==> src/rtl/scl_pacer.sv <==
module scl_pacer #(
  parameter int W    = 16,
  parameter int OFF0 = 7,
  parameter int OFF1 = 6,
  parameter int OFFN = 5
) (
  input  logic         clk,
  input  logic         rst_n,
  input  logic         run,
  input  logic [W-1:0] div_pre,
  input  logic [W-1:0] low_cnt,
  input  logic [W-1:0] high_cnt,
  output logic         scl_o,
  output logic         fall_tick,
  output logic         rise_tick
);
  localparam int CW = W + 1;

  logic [W-1:0]  pre_s, lo_s, hi_s;
  logic [W-1:0]  pcnt;
  logic [CW-1:0] ph, lim, ofs;
  logic          act, mod_tick;

  assign ofs      = (pre_s == '0)          ? CW'(OFF0) :
                    (pre_s == W'(1))       ? CW'(OFF1) : CW'(OFFN);
  assign lim      = (scl_o ? {1'b0, hi_s} : {1'b0, lo_s}) + ofs;
  assign mod_tick = (pcnt == pre_s);

  always_ff @(posedge clk or negedge rst_n) begin
    if (!rst_n) begin
      act       <= 1'b0;
      scl_o     <= 1'b1;
      fall_tick <= 1'b0;
      rise_tick <= 1'b0;
      pcnt      <= '0;
      ph        <= '0;
      pre_s     <= '0;
      lo_s      <= '0;
      hi_s      <= '0;
    end else if (!run) begin
      act       <= 1'b0;
      scl_o     <= 1'b1;
      fall_tick <= 1'b0;
      rise_tick <= 1'b0;
      pcnt      <= '0;
      ph        <= '0;
      pre_s     <= div_pre;
      lo_s      <= low_cnt;
      hi_s      <= high_cnt;
    end else if (!act) begin
      act       <= 1'b1;
      scl_o     <= 1'b0;
      fall_tick <= 1'b1;
      rise_tick <= 1'b0;
      pcnt      <= '0;
      ph        <= '0;
    end else begin
      fall_tick <= 1'b0;
      rise_tick <= 1'b0;
      pcnt      <= mod_tick ? '0 : pcnt + 1'b1;
      if (mod_tick) begin
        if (ph == lim - 1'b1) begin
          ph        <= '0;
          scl_o     <= ~scl_o;
          fall_tick <= scl_o;
          rise_tick <= ~scl_o;
        end else begin
          ph <= ph + 1'b1;
        end
      end
    end
  end

  // disabled means released and quiet
  a_r1_idle_high: assert property (@(posedge clk) disable iff (!rst_n)
    !run |=> (scl_o && !fall_tick && !rise_tick));

  // start with a falling edge
  a_r2_start_low: assert property (@(posedge clk) disable iff (!rst_n)
    $rose(run) |=> (!scl_o && fall_tick));

  // ticks follow the edges
  a_r6_tick_excl: assert property (@(posedge clk) disable iff (!rst_n)
    !(fall_tick && rise_tick));
  a_r6_fall_level: assert property (@(posedge clk) disable iff (!rst_n)
    fall_tick |-> (!scl_o && $past(scl_o)));
  a_r6_rise_level: assert property (@(posedge clk) disable iff (!rst_n)
    rise_tick |-> (scl_o && !$past(scl_o)));
  a_r6_edge_tick: assert property (@(posedge clk) disable iff (!rst_n)
    (run && $past(run) && (scl_o != $past(scl_o))) |-> (fall_tick || rise_tick));

  // phase counter stays inside the phase limit
  a_r3_phase_bound: assert property (@(posedge clk) disable iff (!rst_n)
    ph < lim);

  // settings frozen while running
  a_r7_frozen: assert property (@(posedge clk) disable iff (!rst_n)
    (run && $past(run)) |-> ($stable(pre_s) && $stable(lo_s) && $stable(hi_s)));
endmodule

==> config.mk <==
export PLATFORM = sky130hd
export DESIGN_NAME = scl_pacer
export DESIGN_NICKNAME = d
export VERILOG_FILES = /design/src/rtl/scl_pacer.sv
export SDC_FILE = /design/constraint.sdc
export NUM_CORES = 1
export LEC_CHECK = 0
export BUFFER_PORTS_ARGS = -buffer_cell sky130_fd_sc_hd__buf_2
export CAP_MARGIN = 20
export CORE_MARGIN = 3
export CORE_UTILIZATION = 40
export DETAILED_ROUTE_END_ITERATION = 12
export PLACE_DENSITY = 0.64
export SLEW_MARGIN = 15
export SYNTH_ARGS = -nofsm -noshare
export SYNTH_HDL_FRONTEND = slang
export SYNTH_SLANG_ARGS = --single-unit
export TNS_END_PERCENT = 50
==> constraint.sdc <==
create_clock -name clk -period 4.1 [get_ports clk]
set_clock_uncertainty 0.2 [all_clocks]
set_input_delay 0.82 -clock clk [delete_from_list [all_inputs] [get_ports clk]]
set_output_delay 0.82 -clock clk [all_outputs]
set_load 0.01 [all_outputs]
### Word level (Yosys, flattened, before mapping)

Cells that the tools add are included.

| storage, ports and cells | value |
|---|---|
| bits of input ports | 51 |
| register bits after elaboration | 85 |

| operators by class | value |
|---|---|
| multiplexer cells | 23 |
| reductions and logical operators | 2 |
| add/subtract/negate cells | 4 |
| bitwise operators | 1 |
| eq/ne operators | 5 |

Operators by type and width:

| kind | number |
|---|---|
| 17-bit two-way mux | 4 |
| 16-bit two-way mux | 4 |
| 16-bit by 3-bit adder with 17-bit output | 1 |
| 17-bit by 1-bit adder with 17-bit output, second input constant | 1 |
| 17-bit equality test | 1 |
| 17-bit by 1-bit subtractor with 17-bit output, second input constant | 1 |
| 16-bit by 1-bit adder with 16-bit output, second input constant | 1 |
| 16-bit by 1-bit equality test with 1-bit output, second input constant | 1 |
| 16-bit equality test | 1 |
| 16-bit logical NOT | 1 |
| 1-bit two-way mux | 13 |
| 3-bit by 2-bit != test with 1-bit output, second input constant | 2 |
| 2-bit two-way mux | 2 |
| 2-bit AND reduction | 1 |
| 1-bit inverter | 1 |

### Logic depth before layout (Yosys ltp)

Gate-level depths: netlist (run 1).

| logic depth | value |
|---|---|
| depth after elaboration | 10 |
| depth in mapped cells | 17 |
| gate-level depth less buffers | 14 |

### Worst setup path after synthesis (run 1)

Ideal clock, no wire load.

| path | value |
|---|---|
| path kind | reg-to-reg |
| start | register scl_o |
| end | register rise_tick |
| stages on the path, launching flop included | 17 |
| required time | 3.804 ns |
| path slack | -0.219 ns |
| arrival time | 4.023 ns |
| period minus slack after synthesis | 4.319 ns |
| buffers on the path | 4 |
| path through | dfstp_2 -> buf_6 -> buf_8 -> buf_4 -> buf_2 -> mux2i_1 -> ha_1 -> inv_1 -> ha_1 -> fa_1 -> xor2_1 -> nor3_1 -> o211ai_1 -> or4b_1 -> nand2b_1 -> or4b_1 -> nor4_2 |

| on the way | value |
|---|---|
| word-level cells in the longest chain between the ends | 8 |
| elaborated cells on any way between the ends | 9 |
| those cells by class | 2 x add/sub; 1 x eq/ne; 5 x mux; 1 x bitwise |

RTL lines:

| item | RTL line | RTL |
|---|---|---|
| start, declared | 13 | `output logic scl_o,` |
| start signal, assigned | 64 | `scl_o <= ~scl_o;` |
| 16-bit two-way mux | 26 | `assign lim = (scl_o ? {1'b0, hi_s} : {1'b0, lo_s}) + ofs;` |
| 16-bit by 3-bit adder with 17-bit output | 26 |  |
| 17-bit by 1-bit subtractor with 17-bit output | 62 | `if (ph == lim - 1'b1) begin` |
| 17-bit equality test | 62 |  |
| 1-bit two-way mux (*) | 62 |  |
| 1-bit two-way mux (*) | 61 | `if (mod_tick) begin` |
| 1-bit two-way mux (*) | 50 | `end else if (!act) begin` |
| 1-bit two-way mux (*) | 40 | `end else if (!run) begin` |
| end signal, assigned | 66 | `rise_tick <= ~scl_o;` |
| end, declared | 15 | `output logic rise_tick` |

Every way passes the cells marked *; elsewhere a longest branch is shown, timed or not.
A chain may end at the register's enable or synchronous reset.

### Final worst setup path (run 1)

| path | value |
|---|---|
| start | register pre_s[2] |
| end | register rise_tick |

| on the way | value |
|---|---|
| word-level cells in the longest chain between the ends | 10 |
| elaborated cells on any way between the ends | 12 |
| those cells by class | 2 x add/sub; 3 x eq/ne; 6 x mux; 1 x reduce/logical |

RTL lines:

| item | RTL line | RTL |
|---|---|---|
| start, declared | 19 | `logic [W-1:0] pre_s, lo_s, hi_s;` |
| start signal, assigned | 47 | `pre_s <= div_pre;` |
| 16-bit by 1-bit equality test with 1-bit output | 25 | `(pre_s == W'(1)) ? CW'(OFF1) : CW'(OFFN);` |
| 2-bit two-way mux | 25 |  |
| 2-bit two-way mux | 24 | `assign ofs = (pre_s == '0) ? CW'(OFF0) :` |
| 16-bit by 3-bit adder with 17-bit output | 26 |  |
| 17-bit by 1-bit subtractor with 17-bit output | 62 |  |
| 17-bit equality test | 62 |  |
| 1-bit two-way mux | 62 |  |
| 1-bit two-way mux (*) | 61 |  |
| 1-bit two-way mux (*) | 50 |  |
| 1-bit two-way mux (*) | 40 |  |

Marks and branches as above.

==> results of run 1 <==
[worst register-to-register path, stage by stage (launching register included)]
cell and delay [ns]:
sky130_fd_sc_hd__dfrtp_1 0.41, sky130_fd_sc_hd__nor4_2 0.30, sky130_fd_sc_hd__nand4_1 0.21, sky130_fd_sc_hd__ha_1 0.35
sky130_fd_sc_hd__inv_2 0.05, sky130_fd_sc_hd__ha_4 0.16, sky130_fd_sc_hd__fa_1 0.46, sky130_fd_sc_hd__nand4b_1 0.21
sky130_fd_sc_hd__nand2_1 0.12, sky130_fd_sc_hd__o21a_1 0.15, sky130_fd_sc_hd__or4b_1 0.54, sky130_fd_sc_hd__nand2b_4 0.16
sky130_fd_sc_hd__or4b_4 0.53, sky130_fd_sc_hd__nor4_4 0.20
[area by class of cell]
type                            instances  area share, %
Tap cell                              143           3.20
Sequential cell                        85           38.0
Inverter                                9          0.604
Multi-Input combinational cell        322           46.3
Timing Repair Buffer                   70           7.13
Clock buffer                           10           4.09
Clock inverter                          5          0.671
[cells in the mapped netlist (all sizes together), types with 4 or more instances]
cell and count:
a21oi 4, clkbuf 9, dfrtp 84, inv 9, mux2i 15, nor4 8, o22ai 4, ha 6
and3 7, xnor2 22, buf 7, mux2 49, nand2 19, nor2 39, and4 8, nand3b 8
nand3 25, nand4 12, nor3 6, a22oi 4, xor2 42
[layer usage]
layer,global-route usage (%),up-vias,routed length [um]
li1,-,1699,-
met1,22.7,1721,4920
met2,25.7,89,5050
met3,4.16,17,484
met4,5.63,0,223
met5,0,-,0
[metrics by stage]
| stage | setup WS [ns] | setup TNS [ns] | hold WS [ns] | cell area, um^2 | instances |
|---|---|---|---|---|---|
| after floorplan | -0.107 | -1.12 | 0.274 | 4790 | 432 |
| after global placement | 0.0543 | 0 | 0.287 | 5250 | 628 |
| after detailed placement | -0.0355 | -0.166 | 0.296 | 5250 | 628 |
| after CTS | 0.0161 | 0 | 0.308 | 5520 | 643 |
| after global routing | -0.270 | -4.09 | 0.326 | 5600 | 644 |
| final | -0.0317 | -0.0317 | 0.306 | 5600 | 644 |
[cells by family after synthesis]
logic type,count (synthesis),synth area share (%)
AOI/OAI and AO/OA,38,6.70
and+or+nand+nor,149,17.3
muxes,64,14.7
buffers and inverters,25,2.78
xor gates and xnor gates,64,11.8
adders and majority gates,7,2.00
DFF,85,44.7
[worst paths after layout]
check,from,to,slack [ns],cells past startpoint
hold / removal,hi_s[0],hi_s[0],0.31,1
max in group asynchronous,rst_n,lo_s[8],2.53,2
hold reg to reg,hi_s[0],hi_s[0],0.31,1
setup / recovery,pre_s[2],rise_tick,-0.03,13
setup reg to reg,pre_s[2],rise_tick,-0.03,13
min in group asynchronous,rst_n,hi_s[4],0.38,1
[sequential cells by signal, indices dropped and copies added (netlist names)]
name,flops
act,1
fall_tick,1
hi_s,16
lo_s,16
pcnt,16
ph,17
pre_s,16
rise_tick,1
scl_o,1
[power by group through the flow]
stage               Combinational [mW]  Clock [mW]  Sequential (mW)
finish                           0.312       0.739            0.940
global route                     0.343       0.792            0.947
CTS                              0.304       0.756            0.937
detailed placement               0.300           0            0.953
floorplan                        0.207           0            0.939
global placement                 0.294           0            0.952
[what timing repair did]
| action | 4_1_cts | 5_1_grt |
|---|---|---|
| endpoints found under the setup margin | 16 | 20 |
| endpoints found under the hold margin | 0 | 0 |
| buffers inserted | 0 | 1 |
| pin swaps | 0 | 10 |
| resized for setup | 1 | 12 |
==> impl_metrics.ini, run 1 <==
[status]
run_status = finished with violations
failed_checks = setup timing

[detailed_routing]
drt_pre_antenna_iters = 4
route.detailed.vias_per_inst = 5.48
wire_per_inst_um = 16.6
dr.first_iter.drc_count = 245
detail_route.wirelength_mm = 10.7
ant_nets = 0
post-route-drc-count = 0
via_count = 3526

[power]
comb_power_share_pct = 15.7
power.leakage_nw = 2.51
p_total_mw = 1.99
netSwitchingFraction_pct = 27.2
p_clk_share_pct = 37.1
ir_worst_vdd_mv = 0.295
seq_power_share_pct = 47.2
int_power_mw = 1.45
power.switching_uw = 541
power_density_nw_per_um2 = 356

[sta]
fmaxAchievable_mhz = 242
max_slew_margin_pct = 46.0
finalMaxSlewViolations = 0
post-route-min-period_ns = 4.13
final-setup-viol-count = 1
layout_worst_path_cycle_share_pct = 101
timing.final.hold_violations = 0
rsz_0062_raised_after_global_routing = true
worst_slew_pin_tran_ns = 0.808
fin_ws_ns = -0.0317

[setup_path]
timing.critical_path.slowest_stage_cell = sky130_fd_sc_hd__or4b_1
crit_chain = nor4_2 -> nand4_1 -> ha_1 -> inv_2 -> ha_4 -> fa_1 -> nand4b_1 -> nand2_1 -> o21a_1 -> or4b_1 -> nand2b_4 -> or4b_4 -> nor4_4
worst-path-buf-inv = 1
critical_path_arrival_ns = 4.18
timing.critical_path.from_type = flip-flop
crit_end_category = flip-flop
critical_path_required_ns = 4.15
critPathMaxStageDelay_ns = 0.54
setup.worst_path.class = flip-flop to flip-flop
crit_family = simple AND/OR/NAND/NOR gates
path_max_fanout = 3

[die]
start_util_pct = 41.4
dieWidth_um = 115
ios = 54
placeableCoreArea_um2 = 11500
fp-row-count = 39
die_h_um = 115
die_area_um2 = 13300

[final_layout]
nNetsFinal = 555
layout_common_cells = 84 x sky130_fd_sc_hd__dfrtp_1, 52 x sky130_fd_sc_hd__buf_2, 49 x sky130_fd_sc_hd__mux2_2
finish.utilization_pct = 48.6
area.growth.synth_to_final_pct = 17.5
count_of_fill_cells_added_during_filler_insertion = 1060
antenna_cells = 0
multi_input_gate_area_um2 = 2590
post_route_cells_drive_above_1_share_pct = 30.3
area.sequential_um2 = 2130
leading_cell_type_in_the_layout_fill_and_taps_excluded = sky130_fd_sc_hd__dfrtp_1

[global_routing]
grt_first_pass_wirelength_mm = 17.3
total_routing_usage_gr_pct = 16.6
largest_net_degree_at_the_start_of_global_routing = 64
grt_overflow = 0
first_global_vias = 3450
initial_antenna_violation_count = 0

[synthesis]
yosys_register_bits = 85
average_size_of_a_mapped_cell_um2 = 11.0
number_of_flops_mapped_to_enable_cells_by_yosys = 0
ys_top_cells_by_area = sky130_fd_sc_hd__dfrtp_1 44%, sky130_fd_sc_hd__mux2_2 12%, sky130_fd_sc_hd__xor2_1 7.7%, sky130_fd_sc_hd__xnor2_1 4.0%, sky130_fd_sc_hd__mux2i_1 3.2%
synthesis.instances = 432
postSynthNetCount = 490
synth_area_leader = sky130_fd_sc_hd__dfrtp_1
ys_async_sr_fraction_pct = 100
synthesis.yosys.warnings = 0
yosys.cell_types.count = 57
post_synth_instance_area_um2 = 4760
synth_top_cell_area_share_pct = 44.1
ys_dominant_reg_cell = sky130_fd_sc_hd__dfrtp_1
synth_seq_area_share_pct = 44.7

[job]
cap_violations = 0

[clocking]
ctsHtreeMaxLevel = 3
insertion_delay_ns = 0.34
cts.reportedPaths.clkPinSlew_ns = 0.06
tritoncts = yes
ctsHoldBuffers = 0
num_clock_sinks = 85
cts-root-buf = sky130_fd_sc_hd__clkbuf_16
cts-buffers-inserted = 9
clk_path_buf_depth = 2

[place]
input_output_buffers = 53
dpl.hpwl_mm = 7.80
globalplace.congestion = 0.893

[worst_hold_path]
holdCritPathClass = flip-flop to flip-flop
(Power assumes the default switching activity.)
==> run 2, diff against run 1 <==
--- a/config.mk
+++ b/config.mk
@@ -11,6 +11,7 @@
 export CORE_UTILIZATION = 40
 export DETAILED_ROUTE_END_ITERATION = 12
 export PLACE_DENSITY = 0.64
+export RECOVER_POWER = 50
 export SLEW_MARGIN = 15
 export SYNTH_ARGS = -nofsm -noshare
 export SYNTH_HDL_FRONTEND = slang
==> impl_metrics.ini, run 2 (synthesis results as in run 1) <==
[final_layout]
layout_common_cells = 84 x sky130_fd_sc_hd__dfrtp_1, 52 x sky130_fd_sc_hd__buf_2, 49 x sky130_fd_sc_hd__mux2_2
nNetsFinal = 555
antenna_cells = 0
multi_input_gate_area_um2 = 2590
finish.utilization_pct = 48.5
largest_reg_flops = 17
post_route_cells_drive_above_1_share_pct = 29.9
register_containing_the_most_flip_flops_in_the_final_layout = ph
area.sequential_um2 = 2130
leading_cell_type_in_the_layout_fill_and_taps_excluded = sky130_fd_sc_hd__dfrtp_1
count_of_fill_cells_added_during_filler_insertion = 1063
area.growth.synth_to_final_pct = 17.3

[sta]
final-setup-viol-count = 1
max_slew_margin_pct = -80.9
fin_ws_ns = -0.0442
worst_slew_pin_tran_ns = 2.71
layout_worst_path_cycle_share_pct = 101
finalMaxSlewViolations = 117
post-route-min-period_ns = 4.14
timing.final.hold_violations = 0
whs_ns = 0.306
fmaxAchievable_mhz = 241
rsz_0062_raised_after_global_routing = true

[clocking]
cts-buffers-inserted = 9
cts-root-buf = sky130_fd_sc_hd__clkbuf_16
cts.reportedPaths.clkPinSlew_ns = 0.06
ctsHtreeMaxLevel = 3
num_clock_sinks = 85
insertion_delay_ns = 0.34
tritoncts = yes
clk_path_buf_depth = 2

[detailed_routing]
drt_pre_antenna_iters = 4
dr.first_iter.drc_count = 259
detail_route.wirelength_mm = 10.7
via_count = 3486
wire_per_inst_um = 16.6
post-route-drc-count = 0
ant_nets = 0
route.detailed.vias_per_inst = 5.41

[power]
p_clk_share_pct = 37.2
power.switching_uw = 543
ir_worst_vdd_mv = 0.295
seq_power_share_pct = 47.1
netSwitchingFraction_pct = 27.2
comb_power_share_pct = 15.7
int_power_mw = 1.45
power.leakage_nw = 2.50
power_density_nw_per_um2 = 357

[job]
cap_violations = 2

[status]
run_status = finished with violations
failed_checks = capacitance limit, slew limit, setup timing

[setup_path]
path_max_fanout = 3
timing.critical_path.slowest_stage_cell = sky130_fd_sc_hd__or4b_1
critPathMaxStageDelay_ns = 0.55
r2r_start = pre_s[2]
worstSetupStartpoint = pre_s[2]
crit_chain = nor4_2 -> nand4_1 -> ha_1 -> inv_2 -> ha_4 -> fa_1 -> nand4b_1 -> nand2_1 -> o21a_1 -> or4b_1 -> nand2b_4 -> or4b_4 -> nor4_4
crit_family = simple AND/OR/NAND/NOR gates
critical_path_required_ns = 4.15
critical_path_arrival_ns = 4.19
r2r.worst_path.cells = 13
regToRegSetupSlack_ns = -0.04
setup.worst_path.class = flip-flop to flip-flop
worst-path-buf-inv = 1
r2r_end = rise_tick
worst-path-stages = 13
critPathCapture = rise_tick
crit_end_category = flip-flop
timing.critical_path.from_type = flip-flop

[global_routing]
grt_overflow = 0
first_global_vias = 3450
total_routing_usage_gr_pct = 16.6
largest_net_degree_at_the_start_of_global_routing = 64
initial_antenna_violation_count = 0
grt_first_pass_wirelength_mm = 17.3

[die]
die_h_um = 115
placeableCoreArea_um2 = 11500
dieWidth_um = 115
ios = 54
start_util_pct = 41.4
fp-row-count = 39
die_area_um2 = 13300

[place]
globalplace.congestion = 0.893
input_output_buffers = 53
dpl.hpwl_mm = 7.80

[worst_hold_path]
holdCritPathClass = flip-flop to flip-flop
==> run 2: cell count changes in the layout (fill, tap and decap cells not counted) <==
| cell | delta |
|---|---|
| sky130_fd_sc_hd__clkbuf_1 | +2 |
| sky130_fd_sc_hd__clkbuf_2 | +1 |
| sky130_fd_sc_hd__buf_4 | -3 |
==> run 2: worst min-delay path by stage <==
stage	start	to	slack, ns	depth (start not counted)
2_1_floorplan	hi_s[2]	hi_s[2]	0.27	1
6_report	hi_s[0]	hi_s[0]	0.31	1
4_1_cts	hi_s[2]	hi_s[2]	0.31	1
5_1_grt	hi_s[0]	hi_s[0]	0.33	1
3_3_place_gp	hi_s[2]	hi_s[2]	0.29	1
3_5_place_dp	hi_s[2]	hi_s[2]	0.30	1
==> run 2: layout make-up <==
type / count / share of cell area, %
inverters: 9 / 0.605
flip-flops and latches: 85 / 38.1
well taps: 143 / 3.20
clock buffers: 10 / 4.10
clock inverters: 5 / 0.672
multi-input cells: 322 / 46.4
repair buffers: 70 / 6.97
==> run 2: metrics by stage <==
step	instance area, um^2	power (mW)	setup TNS, ns	std cells	setup slack (ns)
final	5590	1.99	-0.0442	644	-0.0442
after global routing	5590	2.08	-4.09	644	-0.270
after CTS	5520	2.00	0	643	0.0161
after detailed placement	5250	1.25	-0.166	628	-0.0355
after global placement	5250	1.25	0	628	0.0543
after floorplan	4790	1.15	-1.12	432	-0.107
==> run 2: worst register-to-register path: stages (launching register included) <==
cell and delay [ns]:
sky130_fd_sc_hd__dfrtp_1 0.41, sky130_fd_sc_hd__nor4_2 0.30, sky130_fd_sc_hd__nand4_1 0.21, sky130_fd_sc_hd__ha_1 0.35, sky130_fd_sc_hd__inv_2 0.05, sky130_fd_sc_hd__ha_4 0.16, sky130_fd_sc_hd__fa_1 0.46, sky130_fd_sc_hd__nand4b_1 0.21
sky130_fd_sc_hd__nand2_1 0.12, sky130_fd_sc_hd__o21a_1 0.15, sky130_fd_sc_hd__or4b_1 0.55, sky130_fd_sc_hd__nand2b_4 0.16, sky130_fd_sc_hd__or4b_4 0.52, sky130_fd_sc_hd__nor4_4 0.20
==> run 2: power groups by stage <==
stage	clock network [mW]	registers, mW	logic, mW
detailed placement	0	0.953	0.300
global placement	0	0.952	0.294
CTS	0.756	0.937	0.304
floorplan	0	0.939	0.207
finish	0.741	0.940	0.313
global route	0.792	0.947	0.345
==> run 2: metal layers <==
| metal | up-vias | track usage, % | share of wire [%] |
|---|---|---|---|
| met2 | 97 | 25.7 | 47 |
| met5 | - | 0 | 0 |
| met1 | 1680 | 22.7 | 46 |
| met3 | 17 | 4.16 | 4.9 |
| met4 | 0 | 5.63 | 2.1 |
| li1 | 1692 | - | - |
==> run 2: repair_timing <==
action / in CTS / in global routing
buffers inserted: 0 / 1
setup endpoints to repair: 16 / 20
hold buffers: 0 / 0
pin swaps: 0 / 10
resized for setup: 1 / 12
==> run 3, diff against run 2 <==
==> constraint.sdc (replaced) <==
create_clock -name clk -period 3.5 [get_ports clk]
set_clock_uncertainty 0.2 [all_clocks]
set_input_delay 0.7 -clock clk [delete_from_list [all_inputs] [get_ports clk]]
set_output_delay 0.7 -clock clk [all_outputs]
set_load 0.01 [all_outputs]
==> impl_metrics.ini, run 3 (synthesis results as in run 1) <==
[die]
fp-row-count = 39
die_area_um2 = 13300
die_h_um = 115
placeableCoreArea_um2 = 11500
ios = 54
start_util_pct = 41.4
dieWidth_um = 115

[sta]
worst_slew_pin_tran_ns = 1.32
timing.final.hold_violations = 0
fin_ws_ns = -0.529
post-route-min-period_ns = 4.03
fmaxAchievable_mhz = 248
final-setup-viol-count = 20
layout_worst_path_cycle_share_pct = 115
max_slew_margin_pct = 11.8
rsz_0062_raised_after_global_routing = true
finalMaxSlewViolations = 0

[final_layout]
nNetsFinal = 576
largest_reg_flops = 17
antenna_cells = 0
layout_common_cells = 84 x sky130_fd_sc_hd__dfrtp_1, 52 x sky130_fd_sc_hd__buf_2, 49 x sky130_fd_sc_hd__mux2_2
count_of_fill_cells_added_during_filler_insertion = 1048
multi_input_gate_area_um2 = 2630
fin_area_um2 = 5840
post_route_cells_drive_above_1_share_pct = 34.6
area.sequential_um2 = 2130
register_containing_the_most_flip_flops_in_the_final_layout = ph
stdcell_count = 666
area.growth.synth_to_final_pct = 22.5
leading_cell_type_in_the_layout_fill_and_taps_excluded = sky130_fd_sc_hd__dfrtp_1

[detailed_routing]
wl_met2_mm = 4.87
route.detailed.vias_per_inst = 5.37
dr.first_iter.drc_count = 175
ant_nets = 0
highest-signal-layer = met4
detailed_route_wirelength_on_metal3_um = 535
met1Wirelength_mm = 5.25
wire_per_inst_um = 16.3
post-route-drc-count = 0
drt_pre_antenna_iters = 4
via_count = 3576
detail_route.wirelength_mm = 10.8

[job]
cap_violations = 0

[status]
run_status = finished with violations
failed_checks = setup timing

[setup_path]
setup.worst_path.class = flip-flop to flip-flop
path_max_fanout = 7
crit_end_category = flip-flop
critical_path_arrival_ns = 4.07
critical_path_required_ns = 3.54
timing.critical_path.from_type = flip-flop

[clocking]
num_clock_sinks = 85
ctsHoldBuffers = 0
insertion_delay_ns = 0.35
cts-root-buf = sky130_fd_sc_hd__clkbuf_16
cts.reportedPaths.clkPinSlew_ns = 0.06
tritoncts = yes
clk_path_buf_depth = 2
cts-buffers-inserted = 9
ctsHtreeMaxLevel = 3

[place]
detailed_place.area_um2 = 5410
input_output_buffers = 53
globalplace.congestion = 0.911
dpl.hpwl_mm = 7.99
dpl.cell_count = 648

[power]
power.switching_uw = 670
int_power_mw = 1.81
power.leakage_nw = 2.62
comb_power_share_pct = 16.9
netSwitchingFraction_pct = 27.0
p_total_mw = 2.48
p_clk_share_pct = 38.9
power_density_nw_per_um2 = 425
ir_worst_vdd_mv = 0.354
seq_power_share_pct = 44.2

[global_routing]
total_routing_usage_gr_pct = 17.2
initial_antenna_violation_count = 0
grt_overflow = 0
grt_first_pass_wirelength_mm = 17.8
first_global_vias = 3567
largest_net_degree_at_the_start_of_global_routing = 54

[worst_hold_path]
holdCritPathClass = flip-flop to flip-flop
## run 3: changes by cell type in the layout (fill, tap and decap cells not counted), sizes merged
cell and delta:
clkinvlp -1, bufinv +1, clkinv +1, buf +19, inv +1, clkbuf +1
## run 3: routing by layer
layer | up-vias | global-route usage (%)
li1 | 1740 | -
met1 | 1736 | 24.1
met2 | 87 | 25.7
met3 | 13 | 4.79
met4 | 0 | 5.95
met5 | - | 0
## run 3: final timing paths
kind	depth (start not counted)	slack [ns]	start	end
worst max-delay path	14	-0.53	pre_s[4]	ph[10]
worst min-delay path	1	0.31	hi_s[2]	hi_s[2]
worst max register to register	14	-0.53	pre_s[4]	ph[10]
worst min register to register	1	0.31	hi_s[2]	hi_s[2]
max in group asynchronous	2	1.18	rst_n	lo_s[8]
min in group asynchronous	1	0.44	rst_n	hi_s[4]
## run 3: final cells by class
class | instances | area share [%]
Clock buffer | 9 | 3.86
Timing Repair Buffer | 91 | 9.78
Inverter | 9 | 0.579
Multi-Input combinational cell | 322 | 45.0
Clock inverter | 7 | 1.27
Tap cell | 143 | 3.07
Sequential cell | 85 | 36.5
## run 3: critical path, cell delays in order, from the launching register on
cell and delay [ns]:
sky130_fd_sc_hd__dfrtp_1 0.39, sky130_fd_sc_hd__nor4_2 0.29, sky130_fd_sc_hd__nand4_1 0.18, sky130_fd_sc_hd__ha_1 0.32, sky130_fd_sc_hd__inv_2 0.07, sky130_fd_sc_hd__ha_4 0.13
sky130_fd_sc_hd__fa_2 0.27, sky130_fd_sc_hd__nand4b_1 0.18, sky130_fd_sc_hd__a22oi_2 0.29, sky130_fd_sc_hd__nand3b_1 0.21, sky130_fd_sc_hd__or4b_4 0.49, sky130_fd_sc_hd__nand4bb_4 0.22
sky130_fd_sc_hd__o41ai_4 0.38, sky130_fd_sc_hd__clkbuf_16 0.24, sky130_fd_sc_hd__nor2_1 0.05
## run 3: timing repair
| item | in CTS | in global routing |
|---|---|---|
| endpoints found under the setup margin | 20 | 20 |
| resized for setup | 6 | 14 |
| buffers inserted | 0 | 1 |
| gates cloned | 0 | 1 |
| pin swaps | 5 | 3 |
## run 3: metrics by stage
stage	setup WS [ns]	hold WS, ns	utilization [%]	setup TNS (ns)
2_1_floorplan	-0.707	0.204	-	-12.22
3_3_place_gp	-0.537	0.290	47.0	-10.05
3_5_place_dp	-0.614	0.301	47.0	-11.64
4_1_cts	-0.431	0.220	49.9	-8.04
5_1_grt	-0.702	0.321	50.7	-12.66
6_report	-0.529	0.313	50.7	-8.96
## run 3: power groups by stage
stage	sequential, mW	combinational, mW	clock (mW)
floorplan	1.10	0.242	0
global placement	1.11	0.385	0
detailed placement	1.11	0.395	0
CTS	1.10	0.402	0.992
global route	1.10	0.460	1.03
finish	1.10	0.419	0.965
